===== config.mk =====
export PLATFORM = sky130hd
export DESIGN_NAME = flash_pgbuf_loader
export DESIGN_NICKNAME = d
export VERILOG_FILES = /design/src/rtl/pgbuf_pkg.sv /design/src/rtl/pgbuf_store.sv /design/src/rtl/pgbuf_seq.sv /design/src/rtl/flash_pgbuf_loader.sv
export SDC_FILE = /design/constraint.sdc
export NUM_CORES = 2
export LEC_CHECK = 0
export BUFFER_PORTS_ARGS = -buffer_cell sky130_fd_sc_hd__buf_2
export CELL_PAD_IN_SITES_DETAIL_PLACEMENT = 0
export CELL_PAD_IN_SITES_GLOBAL_PLACEMENT = 1
export CORE_MARGIN = 2
export CORE_UTILIZATION = 45
export CTS_CLUSTER_DIAMETER = 40
export DETAILED_ROUTE_END_ITERATION = 8
export PLACE_DENSITY_LB_ADDON = 0.1
export SLEW_MARGIN = 20
export SYNTH_ARGS = -nofsm -noshare
export SYNTH_HDL_FRONTEND = slang
export SYNTH_SLANG_ARGS = --single-unit

===== constraint.sdc =====
create_clock -name clk -period 5 [get_ports clk]
set_input_delay 1 -clock clk [delete_from_list [all_inputs] [get_ports clk]]
set_output_delay 1 -clock clk [all_outputs]
set_load 0.05 [all_outputs]

===== src/rtl/pgbuf_pkg.sv =====
// Package: command codes and controller states shared by the page buffer.
// Assumes the command byte arrives in the low byte of the write data.
package pgbuf_pkg;
    localparam int          BYTE_W      = 8;
    localparam int          LANES       = 2;
    localparam logic [7:0]  CMD_BURST   = 8'h41;
    localparam logic [7:0]  CMD_SINGLE  = 8'h74;
    localparam logic [7:0]  CMD_FLUSH   = 8'h0E;
    localparam logic [7:0]  CMD_CLEAR   = 8'h55;
    localparam logic [7:0]  CMD_CONFIRM = 8'hD0;

    typedef enum logic [2:0] {
        ST_IDLE,
        ST_BURST,
        ST_SINGLE,
        ST_FLUSH_CF,
        ST_CLEAR_CF,
        ST_XFER
    } pgbuf_state_e;
endpackage


===== src/rtl/pgbuf_store.sv =====
// Module: byte-lane storage with one valid bit per byte.
// Each lane has its own memory and valid mask; unloaded bytes read as 8'hFF.
// Assumes wr and clr are never high together (the controller keeps them apart).
module pgbuf_store
    import pgbuf_pkg::*;
#(
    parameter int WORDS = 128,
    parameter int IDX_W = $clog2(WORDS)
) (
    input  logic                      clk,
    input  logic                      rst_n,
    input  logic                      wr,
    input  logic                      clr,
    input  logic [IDX_W-1:0]          wr_idx,
    input  logic [LANES-1:0]          wr_mask,
    input  logic [LANES*BYTE_W-1:0]   wr_data,
    input  logic [IDX_W-1:0]          rd_idx,
    output logic [LANES*BYTE_W-1:0]   rd_word
);
    for (genvar g = 0; g < LANES; g++) begin : g_lane
        logic [BYTE_W-1:0] mem [WORDS];
        logic [WORDS-1:0]  vld;

        // Track which bytes of this lane hold loaded data.
        always_ff @(posedge clk) begin
            if (!rst_n)                 vld <= '0;
            else if (clr)               vld <= '0;
            else if (wr && wr_mask[g])  vld[wr_idx] <= 1'b1;
        end

        // Store the incoming byte of this lane.
        always_ff @(posedge clk) begin
            if (wr && wr_mask[g]) mem[wr_idx] <= wr_data[g*BYTE_W +: BYTE_W];
        end

        // Read port: return all-ones for bytes that were never loaded.
        assign rd_word[g*BYTE_W +: BYTE_W] = vld[rd_idx] ? mem[rd_idx] : {BYTE_W{1'b1}};
    end

    AST_CLEAR_EMPTIES: assert property (@(posedge clk) disable iff (!rst_n)
        (clr && !wr) |=> (rd_word == '1));
    AST_WR_CLR_APART: assert property (@(posedge clk) disable iff (!rst_n)
        !(wr && clr));
endmodule


===== src/rtl/pgbuf_seq.sv =====
// Module: command decoder and fill controller for the page buffer.
// Decodes commands in idle, runs the incrementing burst, handles single
// loads, the flush and clear confirm pairs, and the transfer handshake.
// Assumes byte_mode stays stable for the length of a burst.
module pgbuf_seq
    import pgbuf_pkg::*;
#(
    parameter int IDX_W = 7
) (
    input  logic                     clk,
    input  logic                     rst_n,
    input  logic                     wr_en,
    input  logic                     wr_bank,
    input  logic                     byte_mode,
    input  logic [IDX_W:0]           wr_col,
    input  logic [LANES*BYTE_W-1:0]  wr_data,
    input  logic                     xfer_ack,
    output logic                     st_wr,
    output logic                     st_clr,
    output logic [IDX_W-1:0]         st_idx,
    output logic [LANES-1:0]         st_mask,
    output logic [LANES*BYTE_W-1:0]  st_data,
    output logic                     xfer_req,
    output logic                     seq_err,
    output logic                     loading
);
    pgbuf_state_e   state, nxt;
    logic [IDX_W:0] exp_col;
    logic [IDX_W:0] last_col;
    logic [7:0]     cmd;
    logic           col_match;
    logic           burst_start;

    assign cmd         = wr_data[7:0];
    assign last_col    = byte_mode ? {(IDX_W+1){1'b1}} : {1'b0, {IDX_W{1'b1}}};
    assign col_match   = byte_mode ? (wr_col == exp_col)
                                   : ({1'b0, wr_col[IDX_W-1:0]} == exp_col);
    assign burst_start = (state == ST_IDLE) && wr_en && (cmd == CMD_BURST);

    // Map the column to a word index, a lane mask and the lane data.
    always_comb begin
        st_idx  = byte_mode ? wr_col[IDX_W:1] : wr_col[IDX_W-1:0];
        st_mask = byte_mode ? (wr_col[0] ? 2'b10 : 2'b01) : 2'b11;
        st_data = byte_mode ? {2{wr_data[7:0]}} : wr_data;
    end

    // Next-state logic with the store write and clear strobes.
    always_comb begin
        nxt    = state;
        st_wr  = 1'b0;
        st_clr = 1'b0;
        case (state)
            ST_IDLE: if (wr_en) begin
                case (cmd)
                    CMD_BURST:  nxt = ST_BURST;
                    CMD_SINGLE: if (!wr_bank) nxt = ST_SINGLE;
                    CMD_FLUSH:  if (!wr_bank) nxt = ST_FLUSH_CF;
                    CMD_CLEAR:  nxt = ST_CLEAR_CF;
                    default:    nxt = ST_IDLE;
                endcase
            end
            ST_BURST: if (wr_en) begin
                if (col_match) begin
                    st_wr = 1'b1;
                    if (exp_col == last_col) nxt = ST_XFER;
                end else begin
                    st_clr = 1'b1;
                    nxt    = ST_IDLE;
                end
            end
            ST_SINGLE: if (wr_en) begin
                st_wr = 1'b1;
                nxt   = ST_IDLE;
            end
            ST_FLUSH_CF: if (wr_en) begin
                nxt = (cmd == CMD_CONFIRM) ? ST_XFER : ST_IDLE;
            end
            ST_CLEAR_CF: if (wr_en) begin
                st_clr = (cmd == CMD_CONFIRM);
                nxt    = ST_IDLE;
            end
            ST_XFER: if (xfer_ack) begin
                st_clr = 1'b1;
                nxt    = ST_IDLE;
            end
            default: nxt = ST_IDLE;
        endcase
    end

    // State register.
    always_ff @(posedge clk) begin
        if (!rst_n) state <= ST_IDLE;
        else        state <= nxt;
    end

    // Expected burst column: zero at burst start, then one step per accepted write.
    always_ff @(posedge clk) begin
        if (!rst_n)                             exp_col <= '0;
        else if (burst_start)                   exp_col <= '0;
        else if (state == ST_BURST && st_wr)    exp_col <= exp_col + 1'b1;
    end

    // Sequence error flag: set on a burst mismatch, cleared by a new burst.
    always_ff @(posedge clk) begin
        if (!rst_n)                                         seq_err <= 1'b0;
        else if (burst_start)                               seq_err <= 1'b0;
        else if (state == ST_BURST && wr_en && !col_match)  seq_err <= 1'b1;
    end

    assign xfer_req = (state == ST_XFER);
    assign loading  = (state == ST_BURST);

    AST_REQ_HOLD: assert property (@(posedge clk) disable iff (!rst_n)
        (xfer_req && !xfer_ack) |=> xfer_req);
    AST_ACK_DROPS: assert property (@(posedge clk) disable iff (!rst_n)
        (xfer_req && xfer_ack) |=> !xfer_req);
    AST_ERR_ABORTS: assert property (@(posedge clk) disable iff (!rst_n)
        $rose(seq_err) |-> (!loading && !xfer_req && $past(loading)));
    AST_REQ_SOURCE: assert property (@(posedge clk) disable iff (!rst_n)
        $rose(xfer_req) |-> ($past(loading) || $past(state == ST_FLUSH_CF)));
endmodule


===== src/rtl/flash_pgbuf_loader.sv =====
// Module: top of the flash page buffer loader.
// Joins the fill controller to the byte-lane storage and gives the
// program engine a word read port. Assumes one host write per strobe cycle.
module flash_pgbuf_loader
    import pgbuf_pkg::*;
#(
    parameter int WORDS = 128,
    parameter int IDX_W = $clog2(WORDS),
    parameter int COL_W = IDX_W + 1,
    parameter int DW    = LANES * BYTE_W
) (
    input  logic             clk,
    input  logic             rst_n,
    input  logic             wr_en,
    input  logic             wr_bank,
    input  logic             byte_mode,
    input  logic [COL_W-1:0] wr_col,
    input  logic [DW-1:0]    wr_data,
    output logic             xfer_req,
    input  logic             xfer_ack,
    input  logic [IDX_W-1:0] eng_idx,
    output logic [DW-1:0]    eng_word,
    output logic             seq_err,
    output logic             loading
);
    logic             st_wr;
    logic             st_clr;
    logic [IDX_W-1:0] st_idx;
    logic [LANES-1:0] st_mask;
    logic [DW-1:0]    st_data;

    pgbuf_seq #(.IDX_W(IDX_W)) u_seq (
        .clk       (clk),
        .rst_n     (rst_n),
        .wr_en     (wr_en),
        .wr_bank   (wr_bank),
        .byte_mode (byte_mode),
        .wr_col    (wr_col),
        .wr_data   (wr_data),
        .xfer_ack  (xfer_ack),
        .st_wr     (st_wr),
        .st_clr    (st_clr),
        .st_idx    (st_idx),
        .st_mask   (st_mask),
        .st_data   (st_data),
        .xfer_req  (xfer_req),
        .seq_err   (seq_err),
        .loading   (loading)
    );

    pgbuf_store #(.WORDS(WORDS), .IDX_W(IDX_W)) u_store (
        .clk     (clk),
        .rst_n   (rst_n),
        .wr      (st_wr),
        .clr     (st_clr),
        .wr_idx  (st_idx),
        .wr_mask (st_mask),
        .wr_data (st_data),
        .rd_idx  (eng_idx),
        .rd_word (eng_word)
    );
endmodule


; After elaboration in Yosys (flattened, before gate mapping)
; Memories as Yosys holds them, arrays and structs flattened.
; Index checks and enable logic that the tools add are counted.
[totals]
mem_bits_ro = 0
output_inout_bits = 19
regBits = 268
wordCells = 88
latchBits = 0
in_bits = 37
ram_bits = 2048
mem_count = 2
[op_classes]
magnitude_cmp = 3
n_reduce_logical = 14
div = 0
n_bitwise = 3
n_eq_ne = 21
mul = 0
n_shift = 0
mux = 39
addsub = 1
[mem_list]
columns = name, depth, word_bits, read_ports, rd_ports_with_merged_regs, write_ports, line_no
row1 = u_store.g_lane[0].mem, 128, 8, 1, 0, 1, pgbuf_store.sv:21  ; logic [BYTE_W-1:0] mem [WORDS];
row2 = u_store.g_lane[1].mem, 128, 8, 1, 0, 1, pgbuf_store.sv:21
[ops]
columns = operator, count
row1 = OR 128 bit, 2
row2 = 2-to-1 mux 3 bit, 10
row3 = equality test 8 x 7 -> 1 bit (second input constant), 3
row4 = 2-to-1 mux 8 bit, 3
row5 = equality test 8 bit, 2
row6 = < comparator 7 x 8 -> 1 bit (second input constant), 2
row7 = 2-to-1 mux 16 bit, 1
row8 = 2-to-1 mux 1 bit, 15
row9 = one-hot mux 3 bit (5 select lines), 1
row10 = binary-select mux 1 bit (select 7 bit), 2
row11 = one-hot mux 3 bit (4 select lines), 1
row12 = != test 3 bit (second input constant), 3
row13 = adder 8 x 1 -> 8 bit (second input constant), 1
row14 = equality test 7 x 8 -> 1 bit, 1
row15 = equality test 8 x 4 -> 1 bit (second input constant), 1
row16 = equality test 8 bit (second input constant), 1
row17 = logical AND 1 bit, 8
row18 = AND reduction 8 bit, 1
row19 = demux 1 bit (select 7 bit), 1
row20 = greater-or-equal comparator 7 x 1 -> 1 bit (second input constant), 1
row21 = 2-to-1 mux 7 bit, 1
row22 = equality test 3 x 2 -> 1 bit (second input constant), 2
row23 = equality test 3 bit (second input constant), 2
row24 = != test 2 bit (second input constant), 3
row25 = other kinds (9), 13

; Depth between registers and ports, before layout
[logic_depth]
ltp_word = 8
mapped_depth = 13
mapped_depth_nobuf = 6

; Modules after synthesis
; A second synthesis with hierarchy kept.
[unflattened]
hier_cells = 4502
hier_area_um2 = 90413.0
[by_module_without_submodules]
columns = module, cells_each, area_each_um2, instances
row1 = pgbuf_store, 4352, 89173.0, 1
row2 = pgbuf_seq, 150, 1239.9, 1

; Worst setup path before layout
; Ideal clock, no wire load.
[synth_timing]
path_type = input to output
from = input eng_idx[0]
to = output eng_word[11]
slack_ns = -0.283
required_ns = 4.000
path_buffers = 5
t_arrival_ns = 4.283
stages = 11
path_cell_list = buf_6 > buf_12 > buf_8 > buf_8 > buf_8 > mux2i_1 > a22oi_1 > o21ai_0 > a2111oi_0 > a211oi_1 > o311ai_0
[synth_via]
elab_chain_len = 3
elab_cells_between_ends = 4
cone_classes = mux: 3 / memory: 1
[synth_rtl]
columns = item, line_no
row1 = start: declaration, flash_pgbuf_loader.sv:21  ; input logic [IDX_W-1:0] eng_idx,
row2 = binary-select mux 1 bit (select 7 bit), pgbuf_store.sv:37  ; assign rd_word[g*BYTE_W +: BYTE_W] = vld[rd_idx] ? mem[rd_idx] : {BYTE_W{1'b1}};
row3 = 2-to-1 mux 1 bit (not written as such), pgbuf_store.sv:37
row4 = 2-to-1 mux 8 bit *, pgbuf_store.sv:37
row5 = end: declaration, flash_pgbuf_loader.sv:22  ; output logic [DW-1:0] eng_word,
; Mark *: on every way between the ends. The rest lies on a longest branch, timed or not. The select of a mux whose other input is x is not followed.

; Worst setup path after layout
[layout_timing]
from = input eng_idx[3]
to = output eng_word[12]
; The elaborated chain is that of the path after synthesis.

==> impl_table.tex <==
\begin{tabular}{lr}
\hline
Metric & Value \\
\hline
\multicolumn{2}{l}{\textbf{Status}} \\
\quad Status & finished clean \\
\multicolumn{2}{l}{\textbf{Placed design}} \\
\quad Last weighted congestion value of the routability-driven placer & 0.878 \\
\quad Setup slack after placement & -402 ps \\
\quad DPL Wire Length & 177000 um \\
\quad Count of buffers from port buffering & 55 \\
\multicolumn{2}{l}{\textbf{Detailed routing}} \\
\quad First-pass iteration count of the detailed router & 6 \\
\quad Detailed Route Iter0 Violations & 6238 \\
\quad Final routed DRC violation total & 0 \\
\quad Post-detailed-route via-to-cell ratio & 6.06 \\
\quad Number of vias in the routed layout & 49580 \\
\quad Count of nets left with antenna violations after detail routing & 0 \\
\quad Wire length reported by the detailed router & 272000 um \\
\quad Routed wire per std cell & 33.2 um \\
\multicolumn{2}{l}{\textbf{Power and ir drop}} \\
\quad Switching power & 0.0105 W \\
\quad Switching power share of the total & 0.222 \\
\quad Leakage power total & 36.0 nW \\
\quad Portion of total power attributed to sequential cells & 0.447 \\
\quad Share of total power in the clock network & 0.501 \\
\quad Internal Pwr Total & 0.0367 W \\
\quad Post-route total power & 0.0472 W \\
\quad Cell Pwr Density & 432 nW/um\^{}2 \\
\quad Worst ir drop on vdd & 321 uV \\
\quad Comb pwr share & 0.052 \\
\multicolumn{2}{l}{\textbf{Timing}} \\
\quad Final number of hold-violating endpoints & 0 \\
\quad Clock skew after layout & 38.7 ps \\
\quad Max-slew violation total from the final report & 0 \\
\quad RSZ-0062 raised after global routing & no \\
\quad Setup-failing EPs final & 0 \\
\quad Setup ws final & 42.5 ps \\
\quad Tightest Pin Transition & 1150 ps \\
\quad Final critical delay including setup and external delays & 4960 ps \\
\quad Headroom to the max-slew limit & 0.234 \\
\quad Post-route clock period utilization & 0.992 \\
\quad Highest attainable clock frequency & 202 MHz \\
\quad Worst hold slack across all endpoints & 323 ps \\
\quad Setup\_tns & 0 ps \\
\multicolumn{2}{l}{\textbf{Yosys}} \\
\quad Cell with the most instances after synthesis & sky130\_fd\_sc\_hd\_\_edfxtp\_1 \\
\quad Distinct cell type count of the synthesized netlist & 83 \\
\quad Synthesis warning total & 0 \\
\quad Async set-or-reset flop fraction in the synthesized netlist & 0 \\
\quad Total nets after synthesis & 4639 \\
\quad Sequential-to-total area share from yosys stat & 0.737 \\
\quad Top flip-flop cell by instance count after synthesis & sky130\_fd\_sc\_hd\_\_edfxtp\_1 \\
\quad Synthesized area & 90800 um\^{}2 \\
\quad Top cells by instance count after synthesis & sky130\_fd\_sc\_hd\_\_edfxtp\_1 (2048), sky130\_fd\_sc\_hd\_\_mux4\_2 (567), sky130\_fd\_sc\_hd\_\_dfxtp\_1 (268) \\
\quad Post-Synthesis Mean Instance Area & 19.7 um\^{}2 \\
\quad Synthesized netlist cell count & 4601 \\
\quad Share of Yosys cell area claimed by the top area cell type & 0.678 \\
\quad Largest cells by area after synthesis & sky130\_fd\_sc\_hd\_\_edfxtp\_1 (68\%), sky130\_fd\_sc\_hd\_\_mux4\_2 (14\%), sky130\_fd\_sc\_hd\_\_dfxtp\_1 (5.9\%) \\
\quad Biggest area consumer among synthesized cells & sky130\_fd\_sc\_hd\_\_edfxtp\_1 \\
\quad Number of synthesized register bits & 2316 \\
\quad EDFF count, synth & 2048 \\
\multicolumn{2}{l}{\textbf{Die}} \\
\quad Chip Width & 453 um \\
\quad Die area & 205000 um\^{}2 \\
\quad Vertical die dimension & 453 um \\
\quad IO Count & 56 \\
\quad Core Footprint & 200000 um\^{}2 \\
\quad Starting density of the core & 0.454 \\
\quad Row Count & 164 \\
\multicolumn{2}{l}{\textbf{GRT}} \\
\quad Met2 Track Usage GR & 0.402 \\
\quad Largest net degree at the start of global routing & 103 \\
\quad Number of global-route vias before repair & 49258 \\
\quad GR Layer Usage met1 & 0.401 \\
\quad Layer with the highest usage & met2 \\
\quad GR met3 Demand/Resource & 0.0469 \\
\quad Overall track demand over capacity in global routing & 0.266 \\
\quad Wire length of the first global-routing pass & 383000 um \\
\quad Global route total overflow & 0 \\
\quad Number of antenna violations at the first check in global routing & 14 \\
\multicolumn{2}{l}{\textbf{CTS}} \\
\quad Worst-case clock buffer depth & 4 \\
\quad H-tree levels & 5 \\
\quad Number of buffers added by the clock tree synthesis step & 333 \\
\quad Clock network latency to the later pin of the worst-skew pair & 950 ps \\
\quad Clock input transition at the sequential cells of the worst setup and hold paths & 50 ps \\
\quad CTS root buffer & sky130\_fd\_sc\_hd\_\_clkbuf\_16 \\
\quad Number of clock sinks & 2316 \\
\quad Clock tree from TritonCTS & yes \\
\quad Post-CTS Setup Repair Bufs & 0 \\
\multicolumn{2}{l}{\textbf{Worst setup path}} \\
\quad Crit-path slowest cell & sky130\_fd\_sc\_hd\_\_nor2b\_4 \\
\quad Sort of element at the start of the critical path & input port \\
\quad Cells along the critical path & buf\_8, buf\_4, buf\_12, nor2b\_4, a22oi\_1, a21oi\_1, nor3\_1, o311ai\_1, buf\_2 \\
\quad Crit path required time & 4000 ps \\
\quad Endpoint arrival time on the critical path & 3960 ps \\
\quad Crit path max fanout & 21 \\
\quad Slowest cell delay on critical path & 530 ps \\
\quad Crit Path Class & in -> out \\
\quad CP endpoint kind & output port \\
\quad Reg2Reg Setup Slack & 1780 ps \\
\multicolumn{2}{l}{\textbf{Layout}} \\
\quad Synthesis-to-finish area growth & 20.3\% \\
\quad Final design utilization & 0.546 \\
\quad Fraction of layout instances using a drive strength above 1 & 0.335 \\
\quad Fillcell total & 15529 \\
\quad Multi-input gate area & 22300 um\^{}2 \\
\quad Area occupied by registers & 66900 um\^{}2 \\
\quad Number of nets in the layout & 5306 \\
\multicolumn{2}{l}{\textbf{Hold path}} \\
\quad Hold/Removal Path Class & in -> reg \\
\multicolumn{2}{l}{\textbf{Flow run}} \\
\quad Number of max-cap violations & 0 \\
\hline
\end{tabular}
-- cell families (layout without fill, tap and decap cells) --
family,count (synthesis),after routing,share of synthesized area
compound gates,606,606,0.0486
xor+xnor,13,13,0.00125
fa+ha+maj,1,1,0.000138
buf+inv,313,1241,0.0201
flops,2316,2316,0.737
mux,735,735,0.160
other cells,0,3,0
simple gates,617,617,0.0336
-- cell usage in the layout (no fill, tap or decap), drive strengths merged, types with 19 or more instances in the layout --
cell type	n
clkinvlp	24
a21oi	53
mux4	567
nor2	301
nand3	40
mux2	35
o21a	257
inv	71
a22oi	56
o21ai	44
o22ai	34
bufinv	36
clkinv	85
dfxtp	268
buf	627
edfxtp	2048
nor2b	21
a221oi	30
mux2i	133
nand2	97
a211oi	25
nor3	55
nand2b	19
clkbuf	397
-- power by group through the flow --
stage	Sequential, W	Combinational [W]	Clock (W)
after detailed placement	0.0215	0.00244	0
after floorplan	0.0215	0.00123	0
after CTS	0.0211	0.00245	0.0240
after global routing	0.0211	0.00256	0.0248
final	0.0211	0.00245	0.0236
after global placement	0.0215	0.00242	0
-- state kept, by name (all words and copies together) (netlist names) --
name                count
u_store.g_lane.mem   2048
u_store.g_lane.vld    256
u_seq.exp_col           8
u_seq.state             3
u_seq.seq_err           1
-- worst max-delay path, delay by kind of cell --
family                 cells  cell delay [ps]
AOI/OAI and AO/OA          3             1290
buffers and inverters      4              920
and+or+nand+nor            2              680
-- metrics by stage --
step,area [um^2],instances
CTS,109000,8185
global route,109000,8186
finish,109000,8188
detailed placement,97800,7588
global placement,97800,7588
floorplan,90800,4601
-- metal layers --
| metal | vias up | part of all wire |
|---|---|---|
| met5 | - | 0.000048 |
| met4 | 2 | 0.023 |
| met3 | 362 | 0.079 |
| met2 | 2123 | 0.46 |
| met1 | 26699 | 0.44 |
| li1 | 20394 | - |
-- final timing paths --
path                             endpoint  cells after the start             start
max                          eng_word[12]                      9        eng_idx[3]
min                        u_seq.state[1]                      2             rst_n
max reg2reg  u_store.g_lane[0].mem[10][6]                      7  u_seq.exp_col[2]
min reg2reg                 u_seq.seq_err                      2     u_seq.seq_err
-- final cells by class --
type / count / share of cell area
tap: 2656 / 0.0304
clock buffer: 397 / 0.0818
sequential: 2316 / 0.612
multi-input combinational: 1972 / 0.204
inverter: 17 / 0.000596
timing repair buffer: 628 / 0.0501
clock inverter: 199 / 0.0211
antenna: 3 / 0.0000687
-- repair_timing --
action                                 in CTS  in global routing
hold buffers                                0                  0
gates resized for setup                     9                 11
setup endpoints to repair                  10                  9
gates cloned                                1                  0
pin swaps                                   0                  2
endpoints found under the hold margin       0                  0
Note: power is estimated with default switching activity, not from simulation.
